### src/rtl/mimic_pkg.sv
package mimic_pkg;
  localparam int DATA_W = 8;
  localparam int ADDR_W = 3;
  localparam int IER_W  = 4;
  localparam int NIB_W  = DATA_W / 2;

  typedef struct packed {
    logic hostWrThr;
    logic hostWrDll;
    logic hostWrDlm;
    logic hostWrIer;
    logic hostWrFcr;
    logic hostWrLcr;
    logic hostWrMcr;
    logic hostWrScr;
    logic hostRdRbr;
    logic hostRdEn;
    logic locRdThr;
    logic locRdEn;
    logic locWrRbr;
    logic locWrLsr;
    logic locWrMsr;
    logic locWrIir;
  } strobe_t;
endpackage

### src/rtl/mimic_ctrl.sv
module mimic_ctrl
  import mimic_pkg::*;
(
  input  logic              hostCs,
  input  logic              hostWr,
  input  logic              hostRd,
  input  logic [ADDR_W-1:0] hostAddr,
  input  logic              dlab,
  input  logic              locWr,
  input  logic              locRd,
  input  logic [ADDR_W-1:0] locAddr,
  output strobe_t           strb
);
  logic hWr, hRd;
  assign hWr = hostCs & hostWr;
  assign hRd = hostCs & hostRd;

  always_comb begin
    strb = '0;
    strb.hostRdEn = hRd;
    strb.locRdEn  = locRd;
    if (hWr) begin
      case (hostAddr)
        3'd0: if (dlab) strb.hostWrDll = 1'b1; else strb.hostWrThr = 1'b1;
        3'd1: if (dlab) strb.hostWrDlm = 1'b1; else strb.hostWrIer = 1'b1;
        3'd2: strb.hostWrFcr = 1'b1;
        3'd3: strb.hostWrLcr = 1'b1;
        3'd4: strb.hostWrMcr = 1'b1;
        3'd7: strb.hostWrScr = 1'b1;
        default: ;
      endcase
    end
    if (hRd && hostAddr == 3'd0 && !dlab) strb.hostRdRbr = 1'b1;
    if (locRd && locAddr == 3'd0) strb.locRdThr = 1'b1;
    if (locWr) begin
      case (locAddr)
        3'd0: strb.locWrRbr = 1'b1;
        3'd1: strb.locWrLsr = 1'b1;
        3'd2: strb.locWrMsr = 1'b1;
        3'd3: strb.locWrIir = 1'b1;
        default: ;
      endcase
    end
  end
endmodule

### src/rtl/mimic_dp.sv
module mimic_dp
  import mimic_pkg::*;
(
  input  logic              clk,
  input  logic              rstN,
  input  strobe_t           strb,
  input  logic [ADDR_W-1:0] hostAddr,
  input  logic [DATA_W-1:0] hostWdata,
  input  logic [ADDR_W-1:0] locAddr,
  input  logic [DATA_W-1:0] locWdata,
  output logic              dlab,
  output logic [DATA_W-1:0] hostRdata,
  output logic [DATA_W-1:0] locRdata,
  output logic              thrFull,
  output logic              locThrIrq,
  output logic              locRbrTaken
);
  logic [DATA_W-1:0] rbr, thr, dll, dlm, fcr, lcr, mcr, scr, msr;
  logic [IER_W-1:0]  ier;
  logic [DATA_W-2:0] lsrHi;
  logic [NIB_W-1:0]  iirHi;
  logic [NIB_W-1:0]  iirCode;
  logic              dataReady;

  assign dlab = lcr[DATA_W-1];

  always_ff @(posedge clk) begin
    if (!rstN) begin
      rbr <= '0; thr <= '0; dll <= '0; dlm <= '0; fcr <= '0;
      lcr <= '0; mcr <= '0; scr <= '0; msr <= '0; ier <= '0;
      lsrHi <= '0; iirHi <= '0; dataReady <= 1'b0; thrFull <= 1'b0;
      locThrIrq <= 1'b0; locRbrTaken <= 1'b0;
    end else begin
      if (strb.hostWrThr) thr <= hostWdata;
      if (strb.hostWrDll) dll <= hostWdata;
      if (strb.hostWrDlm) dlm <= hostWdata;
      if (strb.hostWrIer) ier <= hostWdata[IER_W-1:0];
      if (strb.hostWrFcr) fcr <= hostWdata;
      if (strb.hostWrLcr) lcr <= hostWdata;
      if (strb.hostWrMcr) mcr <= hostWdata;
      if (strb.hostWrScr) scr <= hostWdata;
      if (strb.locWrRbr)  rbr <= locWdata;
      if (strb.locWrLsr)  lsrHi <= locWdata[DATA_W-1:1];
      if (strb.locWrMsr)  msr <= locWdata;
      if (strb.locWrIir)  iirHi <= locWdata[DATA_W-1:NIB_W];
      if (strb.hostWrThr)     thrFull <= 1'b1;
      else if (strb.locRdThr) thrFull <= 1'b0;
      if (strb.locWrRbr)       dataReady <= 1'b1;
      else if (strb.hostRdRbr) dataReady <= 1'b0;
      locThrIrq   <= strb.hostWrThr;
      locRbrTaken <= strb.hostRdRbr;
    end
  end

  always_comb begin
    if (ier[0] && dataReady)     iirCode = 4'h4;
    else if (ier[1] && !thrFull) iirCode = 4'h2;
    else                         iirCode = 4'h1;
  end

  always_comb begin
    hostRdata = '0;
    if (strb.hostRdEn) begin
      case (hostAddr)
        3'd0: hostRdata = dlab ? dll : rbr;
        3'd1: hostRdata = dlab ? dlm : {{(DATA_W-IER_W){1'b0}}, ier};
        3'd2: hostRdata = {iirHi, iirCode};
        3'd3: hostRdata = lcr;
        3'd4: hostRdata = mcr;
        3'd5: hostRdata = {lsrHi, dataReady};
        3'd6: hostRdata = msr;
        default: hostRdata = scr;
      endcase
    end
  end

  always_comb begin
    locRdata = '0;
    if (strb.locRdEn) begin
      case (locAddr)
        3'd0: locRdata = thr;
        3'd1: locRdata = {{(DATA_W-IER_W){1'b0}}, ier};
        3'd2: locRdata = fcr;
        3'd3: locRdata = lcr;
        3'd4: locRdata = mcr;
        3'd5: locRdata = dll;
        3'd6: locRdata = dlm;
        default: locRdata = scr;
      endcase
    end
  end

  assert_thr_set_R3: assert property (@(posedge clk) disable iff (!rstN)
    $rose(thrFull) |-> $past(strb.hostWrThr));
  assert_irq_flag_R3: assert property (@(posedge clk) disable iff (!rstN)
    locThrIrq |-> thrFull);
  assert_dr_clear_R4: assert property (@(posedge clk) disable iff (!rstN)
    $fell(dataReady) |-> $past(strb.hostRdRbr));
  assert_dr_set_R4: assert property (@(posedge clk) disable iff (!rstN)
    $rose(dataReady) |-> $past(strb.locWrRbr));
  assert_lcr_hold_R6: assert property (@(posedge clk) disable iff (!rstN)
    !$past(strb.hostWrLcr) |-> $stable(lcr));
endmodule

### src/rtl/uart_mimic_regs.sv
module uart_mimic_regs
  import mimic_pkg::*;
(
  input  logic              clk,
  input  logic              rstN,
  input  logic              hostCs,
  input  logic              hostWr,
  input  logic              hostRd,
  input  logic [ADDR_W-1:0] hostAddr,
  input  logic [DATA_W-1:0] hostWdata,
  output logic [DATA_W-1:0] hostRdata,
  input  logic              locWr,
  input  logic              locRd,
  input  logic [ADDR_W-1:0] locAddr,
  input  logic [DATA_W-1:0] locWdata,
  output logic [DATA_W-1:0] locRdata,
  output logic              thrFull,
  output logic              locThrIrq,
  output logic              locRbrTaken
);
  strobe_t strb;
  logic    dlab;

  mimic_ctrl u_ctrl (
    .hostCs(hostCs), .hostWr(hostWr), .hostRd(hostRd), .hostAddr(hostAddr),
    .dlab(dlab), .locWr(locWr), .locRd(locRd), .locAddr(locAddr), .strb(strb)
  );

  mimic_dp u_dp (
    .clk(clk), .rstN(rstN), .strb(strb), .hostAddr(hostAddr),
    .hostWdata(hostWdata), .locAddr(locAddr), .locWdata(locWdata),
    .dlab(dlab), .hostRdata(hostRdata), .locRdata(locRdata),
    .thrFull(thrFull), .locThrIrq(locThrIrq), .locRbrTaken(locRbrTaken)
  );
endmodule

### config.mk
export PLATFORM = sky130hd
export DESIGN_NAME = uart_mimic_regs
export DESIGN_NICKNAME = d
export VERILOG_FILES = /design/src/rtl/mimic_pkg.sv /design/src/rtl/mimic_ctrl.sv /design/src/rtl/mimic_dp.sv /design/src/rtl/uart_mimic_regs.sv
export SDC_FILE = /design/constraint.sdc
export NUM_CORES = 1
export LEC_CHECK = 0
export ABC_AREA = 1
export BUFFER_PORTS_ARGS = -buffer_cell sky130_fd_sc_hd__buf_2
export CAP_MARGIN = 20
export CORE_AREA = 2 2 91 93
export DETAILED_ROUTE_END_ITERATION = 6
export DIE_AREA = 0 0 93 95
export GPL_ROUTABILITY_DRIVEN = 0
export PLACE_DENSITY = 0.78
export SLEW_MARGIN = 10
export SYNTH_ARGS = -nofsm -noshare
export SYNTH_HDL_FRONTEND = slang
export SYNTH_SLANG_ARGS = --single-unit
### constraint.sdc
create_clock -name clk -period 1.75 [get_ports clk]
set_clock_uncertainty 0.2 [all_clocks]
set_input_delay 0 -clock clk [delete_from_list [all_inputs] [get_ports clk]]
set_output_delay 0 -clock clk [all_outputs]
set_load 0.05 [all_outputs]
Word-level counts from Yosys, hierarchy flattened. Index checks and enable logic that the tools add are counted.

Register bits after elaboration: 91. Output and inout port bits: 19.

Eq/ne operators: 13. Muxes and demuxes: 28. Bitwise logic cells: 2. Reduce and logical (&&, ||, !) cells: 11.

Operator list (number): $pmux W8 S7 (2); $mux W8 (5); $eq A3 B3 Y1 const B (7); $mux W1 (16); $eq A3 B2 Y1 const B (4); $mux W4 (2); $eq A3 B1 Y1 const B (2); $logic_not A3 Y1 (2); $mux W2 (3); $logic_and A1 B1 Y1 (5); $reduce_bool A2 Y1 (2); $and A1 B1 Y1 (2); $logic_not A1 Y1 (2).

Depth between registers and ports, before layout. Gate-level depths: netlist of the first run.

Depth in word-level cells: 6. Gate-level depth with buffers: 9. Depth with buffers taken out: 7.

Modules after synthesis. A second synthesis of the first run with hierarchy kept.

Cell total of the unflattened synthesis: 729. Area total of the unflattened synthesis: 4657.0 µm².

By module, submodules not included: mimic_dp (instances 1, cells an instance 687, area each 4478.0 µm², sequential area each 1821.7 µm²); mimic_ctrl (instances 1, cells an instance 42, area each 178.9 µm², sequential area each 0.0 µm²).

Worst setup path before layout of the first run. OpenSTA, ideal clock, no wires.

Path kind: flip-flop to output port. Start: reg u_dp.thrFull. End: out hostRdata[0]. Data arrival time: 1725 ps. Required time: 1550 ps. Slack: -175 ps. Stages on the path, launching flop included: 7. Path through: dfxtp_1 nor2_1 nor2_1 nand2_1 nand2_1 nor2_1 a21oi_1.

Cells in the longest elaborated chain, start to end: 6.

Ends and longest elaborated chain: from (decl) (line mimic_dp.sv:14) `output logic thrFull,`; from (signal assigned) (line mimic_dp.sv:31) `lsrHi <= '0; iirHi <= '0; dataReady <= 1'b0; thrFull <= 1'b0;`; from (signal assigned) (line mimic_dp.sv:46) `if (strb.hostWrThr) thrFull <= 1'b1;`; from (signal assigned) (line mimic_dp.sv:47) `else if (strb.locRdThr) thrFull <= 1'b0;`; $logic_not A1 Y1 (line mimic_dp.sv:57) `else if (ier[1] && !thrFull) iirCode = 4'h2;`; $logic_and A1 B1 Y1 (line mimic_dp.sv:57); $mux W2 (line mimic_dp.sv:57); $mux W4 (line mimic_dp.sv:56) `if (ier[0] && dataReady) iirCode = 4'h4;`; $pmux W8 S7 (line mimic_dp.sv:64) `case (hostAddr)`; $mux W8 (line mimic_dp.sv:63) `if (strb.hostRdEn) begin`; to (decl) (line uart_mimic_regs.sv:11) `output logic [DATA_W-1:0] hostRdata,`.

Every way passes these cells.

Worst setup path in the final report of the first run.
Start: reg u_dp.lcr[7]. End: out hostRdata[3].

Cells in the longest elaborated chain, start to end: 3. Elaborated cells between the ends (all ways): 4. Classes of those cells: 4 x mux.

Ends and longest elaborated chain: from (decl) (line mimic_dp.sv:18) `logic [DATA_W-1:0] rbr, thr, dll, dlm, fcr, lcr, mcr, scr, msr;`; from (signal assigned) (line mimic_dp.sv:39) `if (strb.hostWrLcr) lcr <= hostWdata;`; $mux W8, on equally long branches (line mimic_dp.sv:66, mimic_dp.sv:65); $pmux W8 S7 * (line mimic_dp.sv:64); $mux W8 * (line mimic_dp.sv:63).

Every way passes the cells marked *; elsewhere a longest branch is shown, timed or not.

==> summary.md, run 1 <==
| Metric | Value |
|---|---|
| Status | finished, violations left |
| Violated checks | setup timing |
| # IOs | 48 |
| Initial antenna violation count | 0 |
| Syn Area/Cell | around 6.4 um^2 |
| # DRC | 0 |
| Reg-to-reg endpoint | u_dp.thr[6]$_SDFFE_PN0P_ |
| Antenna cells | 0 |
| Slew headroom | between 50% and 60% |
| Minimum clock period | 1860 ps |
| Pre-CTS setup slack | -18.3 ps |
| Synth Register Bits | 91 |
| Most used cell, CP | nor2_2 |
| Antenna-violating nets left | 0 |
| Syn nets | 731 |
| Via count | 5,092 |
| Drt first pass iters | 6 |
| Later-pin clock latency in the skew report | 360 ps |
| Final hold violation count | 0 |
| Sink Count | 91 |
| Setup Crit Path Kind | reg -> out |
| Final WS setup | -106 ps |
| Unrepaired setup endpoints after global routing | yes |
| HPWL Detailed | around 10,000 um |
| Syn Inst Count | 702 |
| CP max FO | 6 |
| Reg clk slew, reported paths | 90 ps |
| Hold Crit Class | in -> reg |
| Core Region | 7930 um^2 |
| Max H-tree Level | 3 |
| Worst setup EP type | primary output |
| Post-Syn Area | 4500 um^2 |
| Crit-path slowest cell | dfxtp_4 |
| IO Port Bufs | between 40 and 50 |
| Clk buf depth | 2 |
| Nets@finish | roughly 800 |
| Reg2reg setup slack | 100 ps |
| Remaining Overflow, GRT | 0 |
| # fillers | 707 |
| CTS Buf Count | 9 |
| Synth unique cells | 20 |
| Tot Pwr | 4190 uW |
| Max IR drop VDD | 0.000487 V |
| First DRT Iteration DRCs | 663 |
| Final worst-path cycle share | 106% |
| Area grow syn2layout | 23.9% |
| MaxCap Viol Count | 0 |
| Vias in the first global route | roughly 4,600 |
| RR Startpoint | u_dp.lcr[7]$_SDFFE_PN0P_ |
| Start point of the critical path | u_dp.lcr[7]$_SDFFE_PN0P_ |
| Initial core utilization | 56.7% |
| Row Count | 33 |
| Number of vias per cell | 5.77 |
| Min-Delay Path Depth | 5 |
| CP top delay family | simple AND/OR/NAND/NOR gates |
| Die outline height | 95 um |
| # setup viols final | 8 |
| Root buf cell | clkbuf_8 |
| Hold path startpoint | hostAddr[2] |
| Pin count of the biggest net entering global routing | 31 |
| TritonCTS clock tree | built |
| Worst slew pin tran | 707 ps |
| Post CTS Setup Buffer Count | 0 |
| Global-route wire length before repair | 23,400 um |
| Critical path arrival | around 1700 ps |
| Die area | 8840 um^2 |
| Crit-path cells | clkbuf_16 > nand2_2 > o21ai_2 > nand2_1 > nand3_2 > nor2_2 > nor2_2 > buf_6 |
| Startpoint types | register |
| WL/cell | roughly 17 um |
| GRT Util Overall | between 30% and 40% |
| R2R cell count | 6 |
| PD cells | 751 nW/um^2 |
| Die width | ~93 um |
| Routed WL | 14,900 um |
| Final Slew Violations | 0 |
| Share of cells above drive strength 1 | 19.3% |
| Seq/Total Area, Yosys | 40.5% |
| CP max stage delay | 430 ps |
| CP Buf/Inv Count | 2 |
| Ys Warns | 0 |
| Worst EP required | 1550 ps |
| Fmax | 539 MHz |
| Hold Crit Endpoint | u_dp.mcr[4]$_SDFFE_PN0P_ |
| LEAKAGE | approximately 0.0024 uW |
-- worst max path at each step --
stage / to / slack (ps) / depth (start not counted)
after CTS: hostRdata[4] / -9 / 8
after global routing: hostRdata[3] / -160 / 8
after floorplan: hostRdata[0] / 90 / 6
final: hostRdata[3] / -110 / 8
after global placement: u_dp.mcr[0]$_SDFFE_PN0P_ / 60 / 7
after detailed placement: u_dp.mcr[0]$_SDFFE_PN0P_ / -20 / 7
-- layer usage --
| metal | up-vias | track usage [%] | wire length, um |
|---|---|---|---|
| li1 | 2431 | - | - |
| met1 | 2316 | 45.1 | 6080 |
| met2 | 283 | 53.9 | 6740 |
| met3 | 62 | 5.83 | 1280 |
| met4 | 0 | 18.9 | 760 |
| met5 | - | 0 | 0 |
-- area by class of cell --
type	instances	area (um^2)	area share [%]
multi-input combinational	532	2470	44.3
timing repair buffer	89	747	13.4
clock inverter	3	46.3	0.831
tap	105	131	2.36
clock buffer	13	159	2.85
inverter	49	191	3.44
sequential	91	1830	32.8
-- cell usage after synthesis --
cell | n | area (um^2)
inv_1 | 37 | 139
a21oi_1 | 51 | 255
nand4_1 | 9 | 56.3
o21ai_1 | 11 | 55.1
buf_2 | 11 | 55.1
clkbuf_1 | 13 | 48.8
clkinv_2 | 2 | 10.0
dfxtp_1 | 91 | 1820
inv_2 | 8 | 30.0
nand2_1 | 140 | 526
nor2_4 | 1 | 11.3
nor3_4 | 1 | 16.3
nor2_1 | 151 | 567
buf_1 | 1 | 3.75
nor2_2 | 6 | 37.5
nand2_2 | 6 | 37.5
nand3_1 | 54 | 270
clkinv_1 | 2 | 7.51
o21ai_0 | 102 | 510
buf_4 | 5 | 37.5
-- per-stage QoR --
stage / util, % / hold slack [ps] / instances / area (um^2) / setup TNS [ps]
after floorplan: - / -65.1 / 702 / 4530 / 0
after global placement: 61.7 / 94.1 / 840 / 4890 / 0
after detailed placement: 61.7 / 104 / 840 / 4890 / -18.3
after CTS: 68.3 / 43.8 / 880 / 5410 / -20.6
after global routing: 70.3 / 80.7 / 882 / 5570 / -1020
final: 70.3 / 50.8 / 882 / 5570 / -518
-- state kept, by name, summed over array words and instances, names as in the netlist, 7 cells and up --
name	count
u_dp.scr	8
u_dp.lcr	8
u_dp.msr	8
u_dp.thr	8
u_dp.lsrHi	7
u_dp.mcr	8
u_dp.fcr	8
u_dp.dlm	8
u_dp.rbr	8
u_dp.dll	8
-- cell usage in the layout, fill, tap and decap left out --
cell and instances:
nand2_1 124, o21ai_2 6, clkinv_2 2, nand2_4 1, buf_2 35, clkinv_1 1, clkinvlp_4 1, clkbuf_4 3
a21oi_1 44, buf_8 2, clkbuf_1 2, nor3_4 1, nand3_2 1, nor2_2 17, clkinv_4 2, dfxtp_2 1
inv_1 35, dfxtp_4 1, bufinv_16 1, clkbuf_16 2, nand4_1 9, a21oi_2 7, nor2_4 1, o21ai_1 12
buf_12 2, inv_2 10, dlygate4sd3_1 23, buf_6 9, nor2_1 140, nand2_2 21, o21ai_0 95, nand3_1 53
buf_4 13, dfxtp_1 89, clkbuf_8 11
-- what timing repair did --
item                                    in CTS  in global routing
pin swaps                                    1                 18
endpoints found under the setup margin       9                 11
resized for setup                           34                 39
hold buffers                                23                  0
endpoints found under the hold margin       90                  0
cloned                                       1                  2
-- cells by family (layout without fill, tap and decap cells) --
| kind of cell | count (synthesis) | in the layout | share of synthesized area, % |
|---|---|---|---|
| AND/OR/NAND/NOR | 368 | 368 | 33.8 |
| buffers and inverters | 79 | 154 | 7.38 |
| AO/OA/AOI/OAI | 164 | 164 | 18.3 |
| flip-flops | 91 | 91 | 40.5 |
-- worst min-delay path, cell delays in order --
cell and delay [ps]:
buf_2 110, inv_1 110, nor2_1 190, nand3_1 110
a21oi_1 60
-- power by group --
part | leakage (uW) | total (uW) | internal (uW) | switching [uW]
combinational | 0.00154 | 538 | 183 | 355
clock | 0.0000998 | 1510 | 744 | 764
sequential | 0.000738 | 2140 | 2110 | 28.4
total | 0.00238 | 4190 | 3040 | 1150
(Power assumes the default switching activity.)
==> run 2, diff against run 1 <==
==> constraint.sdc (replaced) <==
create_clock -name clk -period 1.75 [get_ports clk]
set_clock_uncertainty 0.2 [all_clocks]
set_input_delay 0 -clock clk [delete_from_list [all_inputs] [get_ports clk]]
set_output_delay 0 -clock clk [all_outputs]
set_load 0.1 [all_outputs]
==> summary.md, run 2 (synthesized netlist as in run 1, its figures left out) <==
| Metric | Value |
|---|---|
| Wire length on met1 | 5730 um (-5.8%) |
| # DRC | 3 (+3) |
| Worst slew pin tran | 548 ps (-158 ps) |
| Reg-to-reg endpoint | u_dp.thr[4]$_SDFFE_PN0P_ |
| RR Startpoint | u_dp.lcr[7]$_SDFFE_PN0P_ |
| CP max stage delay | 380 ps (-50 ps) |
| Remaining Overflow, GRT | 0 (unchanged) |
| Die outline height | 95 um (unchanged) |
| CP max FO | 12 (+6) |
| Max H-tree Level | 3 (unchanged) |
| Die width | 93 um (unchanged) |
| Area grow syn2layout | 28.2% |
| IO Port Bufs | 47 (unchanged) |
| Most frequent cells in the layout | 138 x nor2_1, 135 x nand2_1, 95 x o21ai_0 |
| TritonCTS clock tree | built |
| CP Buf/Inv Count | 2 (unchanged) |
| Worst EP required | 1550 ps (about the same) |
| Fin Setup TNS | -494 ps (+24.4 ps) |
| GRT Util Overall | 34.3% (-0.086 points) |
| Met2 WL | 6550 um (-2.8%) |
| Initial core utilization | 56.7% (unchanged) |
| Crit-path cells | buf_8 > o21ai_1 > nand2_1 > nand2_2 > nor2_2 > a21oi_4 > buf_12 |
| HPWL Detailed | 10,700 um (+3.9%) |
| Antenna-violating nets left | 0 (unchanged) |
| # setup viols final | 8 (unchanged) |
| Crit-path slowest cell | dfxtp_4 |
| Worst setup EP type | primary output |
| Reg2reg setup slack | 310 ps (+210 ps) |
| Unrepaired setup endpoints after global routing | yes |
| Max layer used | met4 |
| Root buf cell | clkbuf_8 |
| Max IR drop VDD | 0.000488 V (+0.15%) |
| Die area | 8840 um^2 (unchanged) |
| Post CTS Setup Buffer Count | 0 (unchanged) |
| Later-pin clock latency in the skew report | 370 ps (about the same) |
| PD cells | 756 nW/um^2 (+0.65%) |
| R2R cell count | 5 (-1) |
| Hold path startpoint | hostAddr[2] |
| WL/cell | 16.6 um (-1.8%) |
| Sink Count | 91 (unchanged) |
| CTS Buf Count | 9 (unchanged) |
| Min-Delay Path Depth | 4 (-1) |
| Hold WS | -17.5 ps (-68.4 ps) |
| Final WS setup | -114 ps (-8.44 ps) |
| Number of vias per cell | 5.75 (-0.34%) |
| Start point of the critical path | u_dp.lcr[7]$_SDFFE_PN0P_ |
| Drt first pass iters | 7 (+1) |
| Setup Crit Path Kind | reg -> out |
| Fmax | 536 MHz (-0.45%) |
| First DRT Iteration DRCs | 516 (-22%) |
| Reg clk slew, reported paths | 90 ps (about the same) |
| Final hold violation count | 1 (+1) |
| Final Slew Violations | 0 (unchanged) |
| Minimum clock period | 1860 ps (+8.44 ps) |
| Hold Crit Endpoint | u_dp.locRbrTaken$_SDFF_PN0_ |
| Row Count | 33 (unchanged) |
| Slew headroom | 63.4% (+11 points) |
| Share of cells above drive strength 1 | 18.9% (-0.43 points) |
| Met3 routed WL | 1640 um (+27%) |
| Antenna cells | 0 (unchanged) |
| Finished Core Util | 72.7% (+2.4 points) |
| Violated checks | DRC, hold timing, setup timing |
| Vias in the first global route | 4,704 (+1.4%) |
| Startpoint types | register |
| # fillers | 673 (-4.8%) |
| Initial antenna violation count | 1 (+1) |
| LEAKAGE | 0.00238 uW (about the same) |
| # IOs | 48 (unchanged) |
| Hold Crit Class | in -> reg |
| Core Region | 7930 um^2 (unchanged) |
| CP top delay family | flip-flops |
| Routed WL | 14,600 um (-1.5%) |
| MaxCap Viol Count | 0 (unchanged) |
| Most common cell after layout, fill and taps aside | nor2_1 |
| Final worst-path cycle share | 107% (+0.48 points) |
| Clk buf depth | 2 (unchanged) |
| Status | finished, violations left |
| Global-route wire length before repair | 23,300 um (-0.27%) |
| Via count | 5,086 (-0.12%) |
| Critical path arrival | 1660 ps (about the same) |
| Pin count of the biggest net entering global routing | 25 (-19%) |
| Nets@finish | 803 (+0.25%) |
[run 2: cell types whose count changed in the layout (fill, tap and decap cells not counted), sizes merged]
cell         previous run  this run
clkinv                  5         4
clkbuf                 18        10
inv                    45        47
dlygate4sd3            23        22
bufinv                  1         2
clkinvlp                1         2
buf                    61        69
[run 2: repair_timing]
action / in CTS / in global routing
resized for setup: 27 / 8
endpoints found under the setup margin: 9 / 19
pin swaps: 0 / 1
hold buffers: 22 / 0
cloned: 0 / 0
endpoints found under the hold margin: 90 / 0
[run 2: layout make-up]
cell class / instances / area (um^2) / area share, %
multi-input combinational: 532 / 2530 / 43.9
clock inverter: 6 / 88.8 / 1.54
inverter: 49 / 189 / 3.28
clock buffer: 10 / 128 / 2.21
tap: 105 / 131 / 2.28
sequential: 91 / 1830 / 31.7
timing repair buffer: 91 / 872 / 15.1
[run 2: how the worst max path moves through the flow]
stage	cells after the start	end	slack (ps)
final	7	hostRdata[6]	-110
after CTS	8	hostRdata[2]	-60
after global routing	8	hostRdata[6]	-190
after detailed placement	8	u_dp.thr[0]$_SDFFE_PN0P_	-140
after floorplan	6	hostRdata[0]	-10
after global placement	7	u_dp.thrFull$_SDFFE_PN0P_	-90
[run 2: stage by stage]
step,cell area [um^2],std cells,worst slack (ps),power [uW]
CTS,5750,884,-63.2,4330
floorplan,4620,702,-13.0,2530
global placement,5250,846,-94.1,2740
global route,5760,884,-187,4490
detailed placement,5250,846,-140,2750
finish,5760,884,-114,4360
[run 2: routing by layer]
layer	up-vias	global-route usage, %
met3	54	5.19
met1	2288	44.2
met5	-	0
li1	2424	-
met2	320	55.9
met4	0	17.4
[run 2: report_power, final]
part / leakage, uW / internal [uW] / switching, uW / total, uW
clock: 0.000103 / 808 / 792 / 1600
sequential: 0.000738 / 2110 / 28.7 / 2140
combinational: 0.00154 / 207 / 412 / 620
[run 2: tightest hold or removal path, cell delays in order]
cell     delay, ps
buf_2          170
nor2_2         130
nand3_1        150
nor2_1          50
==> run 3, diff against run 2 <==
--- a/config.mk
+++ b/config.mk
@@ -8,11 +8,12 @@
 export ABC_AREA = 1
 export BUFFER_PORTS_ARGS = -buffer_cell sky130_fd_sc_hd__buf_2
 export CAP_MARGIN = 20
-export CORE_AREA = 2 2 91 93
+export CORE_AREA = 2 2 89 91
+export CTS_BUF_LIST = sky130_fd_sc_hd__clkbuf_8
 export DETAILED_ROUTE_END_ITERATION = 6
-export DIE_AREA = 0 0 93 95
+export DIE_AREA = 0 0 91 93
 export GPL_ROUTABILITY_DRIVEN = 0
-export PLACE_DENSITY = 0.78
+export PLACE_DENSITY = 0.81
 export SLEW_MARGIN = 10
 export SYNTH_ARGS = -nofsm -noshare
 export SYNTH_HDL_FRONTEND = slang
==> summary.md, run 3 (synthesized netlist as in run 1, its figures left out) <==
| Metric | Value |
|---|---|
| # setup viols final | 9 (+1) |
| Violated checks | setup timing |
| Core Region | 7530 um^2 (-5.1%) |
| Setup Crit Path Kind | reg -> out |
| Worst slew pin tran | 561 ps (+13.2 ps) |
| Most common cell after layout, fill and taps aside | nor2_1 |
| Antenna cells | 0 (unchanged) |
| Max H-tree Level | 3 (unchanged) |
| Via count | 5,076 (-0.20%) |
| Slew headroom | 62.5% (-0.88 points) |
| Unrepaired setup endpoints after global routing | yes |
| Sink Count | 91 (unchanged) |
| Pre-CTS setup slack | -173 ps (-33.1 ps) |
| Remaining Overflow, GRT | 0 (unchanged) |
| Area grow syn2layout | 27.8% |
| Vias in the first global route | 4,817 (+2.4%) |
| CP max FO | 6 (-6) |
| Drt first pass iters | 6 (-1) |
| Final hold violation count | 0 (-1) |
| CTS Buf Count | 9 (unchanged) |
| MaxCap Viol Count | 0 (unchanged) |
| Initial core utilization | 59.7% (+3.0 points) |
| First DRT Iteration DRCs | 534 (+3.5%) |
| Minimum clock period | 1880 ps (+13.5 ps) |
| Fmax | 532 MHz (-0.72%) |
| Routed WL | 14,800 um (+1.5%) |
| Pin count of the biggest net entering global routing | 23 (-8.0%) |
| Final WS setup | -128 ps (-13.5 ps) |
| Final worst-path cycle share | 107% (+0.77 points) |
| TritonCTS clock tree | built |
| Share of cells above drive strength 1 | 18.3% (-0.52 points) |
| Most frequent cells in the layout | 139 x nor2_1, 136 x nand2_1, 94 x o21ai_0 |
| # IOs | 48 (unchanged) |
| Startpoint types | register |
| Antenna-violating nets left | 0 (unchanged) |
| Row Count | 32 (-3.0%) |
| Nets@finish | 799 (-0.50%) |
| Post CTS Setup Buffer Count | 0 (unchanged) |
| WL/cell | 16.9 um (+2.4%) |
| Reg clk slew, reported paths | 90 ps (about the same) |
| HPWL Detailed | 10,500 um (-2.4%) |
| Post-DP Area | 5210 um^2 (-0.79%) |
| Critical path arrival | 1680 ps (+20 ps) |
| IO Port Bufs | 47 (unchanged) |
| Worst EP required | 1550 ps (about the same) |
| Number of vias per cell | 5.79 (+0.71%) |
| # DRC | 0 (-3) |
| LEAKAGE | 0.00239 uW (+0.26%) |
| Status | finished, violations left |
| Die width | 91 um (-2.2%) |
| Root buf cell | clkbuf_8 |
| GRT Util Overall | 36.1% (+1.9 points) |
| Max IR drop VDD | 0.000433 V (-11%) |
| Global-route wire length before repair | 24,100 um (+3.2%) |
| PD cells | 737 nW/um^2 (-2.5%) |
| Die area | 8460 um^2 (-4.2%) |
| Final Slew Violations | 0 (unchanged) |
| Die outline height | 93 um (-2.1%) |
| Post-route cell area | 5750 um^2 (-0.30%) |
| Clk buf depth | 2 (unchanged) |
| Worst setup EP type | primary output |
| Later-pin clock latency in the skew report | 360 ps (about the same) |
| Hold Crit Class | in -> reg |
| Initial antenna violation count | 0 (-1) |
| # fillers | 602 (-11%) |
-- run 3: cell types whose count changed in the layout (fill, tap and decap cells not counted), sizes merged --
cell,previous run,this run
clkinv,4,6
clkinvlp,2,0
bufinv,2,1
buf,69,64
clkbuf,10,11
-- run 3: stage by stage --
step           TNS [ps]  power (uW)  hold slack, ps  instances  util [%]
6_report           -643        4240            45.7        876      76.3
5_1_grt           -1130        4360            49.3        876      76.3
4_1_cts            -398        4210            18.3        875      75.5
3_5_place_dp      -1240        2740             101        838      69.2
3_3_place_gp       -640        2730            95.0        838      69.2
2_1_floorplan     -13.0        2530           -65.1        702         -
-- run 3: final timing paths --
kind / start / end / slack, ps / cells past startpoint
worst max-delay path: u_dp.lcr[7]$_SDFFE_PN0P_ / hostRdata[5] / -130 / 7
worst min register to register: u_dp.msr[1]$_SDFFE_PN0P_ / u_dp.msr[1]$_SDFFE_PN0P_ / 250 / 2
worst min-delay path: locAddr[0] / u_dp.msr[5]$_SDFFE_PN0P_ / 50 / 4
worst max register to register: u_dp.lcr[7]$_SDFFE_PN0P_ / u_dp.thr[6]$_SDFFE_PN0P_ / 110 / 6
-- run 3: worst max-delay path, stage by stage, from the launching register on --
cell       delay [ps]
dfxtp_4           390
clkbuf_16         170
o21ai_2           170
nand2_1            80
nand2_1           100
nor2_1             70
a21oi_4           140
buf_12            190
-- run 3: final cells by class --
type | instances | area, um^2 | area share (%)
multi-input cells | 532 | 2540 | 44.1
flip-flops and latches | 91 | 1830 | 31.8
repair buffers | 87 | 863 | 15.0
inverters | 49 | 191 | 3.33
clock buffers | 10 | 138 | 2.39
well taps | 102 | 128 | 2.22
clock inverters | 5 | 61.3 | 1.07
-- run 3: timing repair --
| action | in CTS | in global routing |
|---|---|---|
| setup endpoints to repair | 9 | 20 |
| resized for setup | 25 | 13 |
| hold buffers | 22 | 0 |
| endpoints found under the hold margin | 90 | 0 |
| gates cloned | 0 | 1 |
| pin swaps | 1 | 3 |
-- run 3: where the power goes --
part	total (uW)	internal [uW]	switching, uW
registers	2140	2110	30.0
clock network	1480	702	779
logic	614	203	411
total	4240	3020	1220
-- run 3: routing by layer --
metal / global-route usage [%] / routed length [um] / up-vias
li1: - / - / 2424
met5: 0 / 0 / -
met3: 6.53 / 1530 / 66
met4: 20.7 / 787 / 0
met2: 58.3 / 6710 / 341
met1: 45.6 / 5820 / 2245
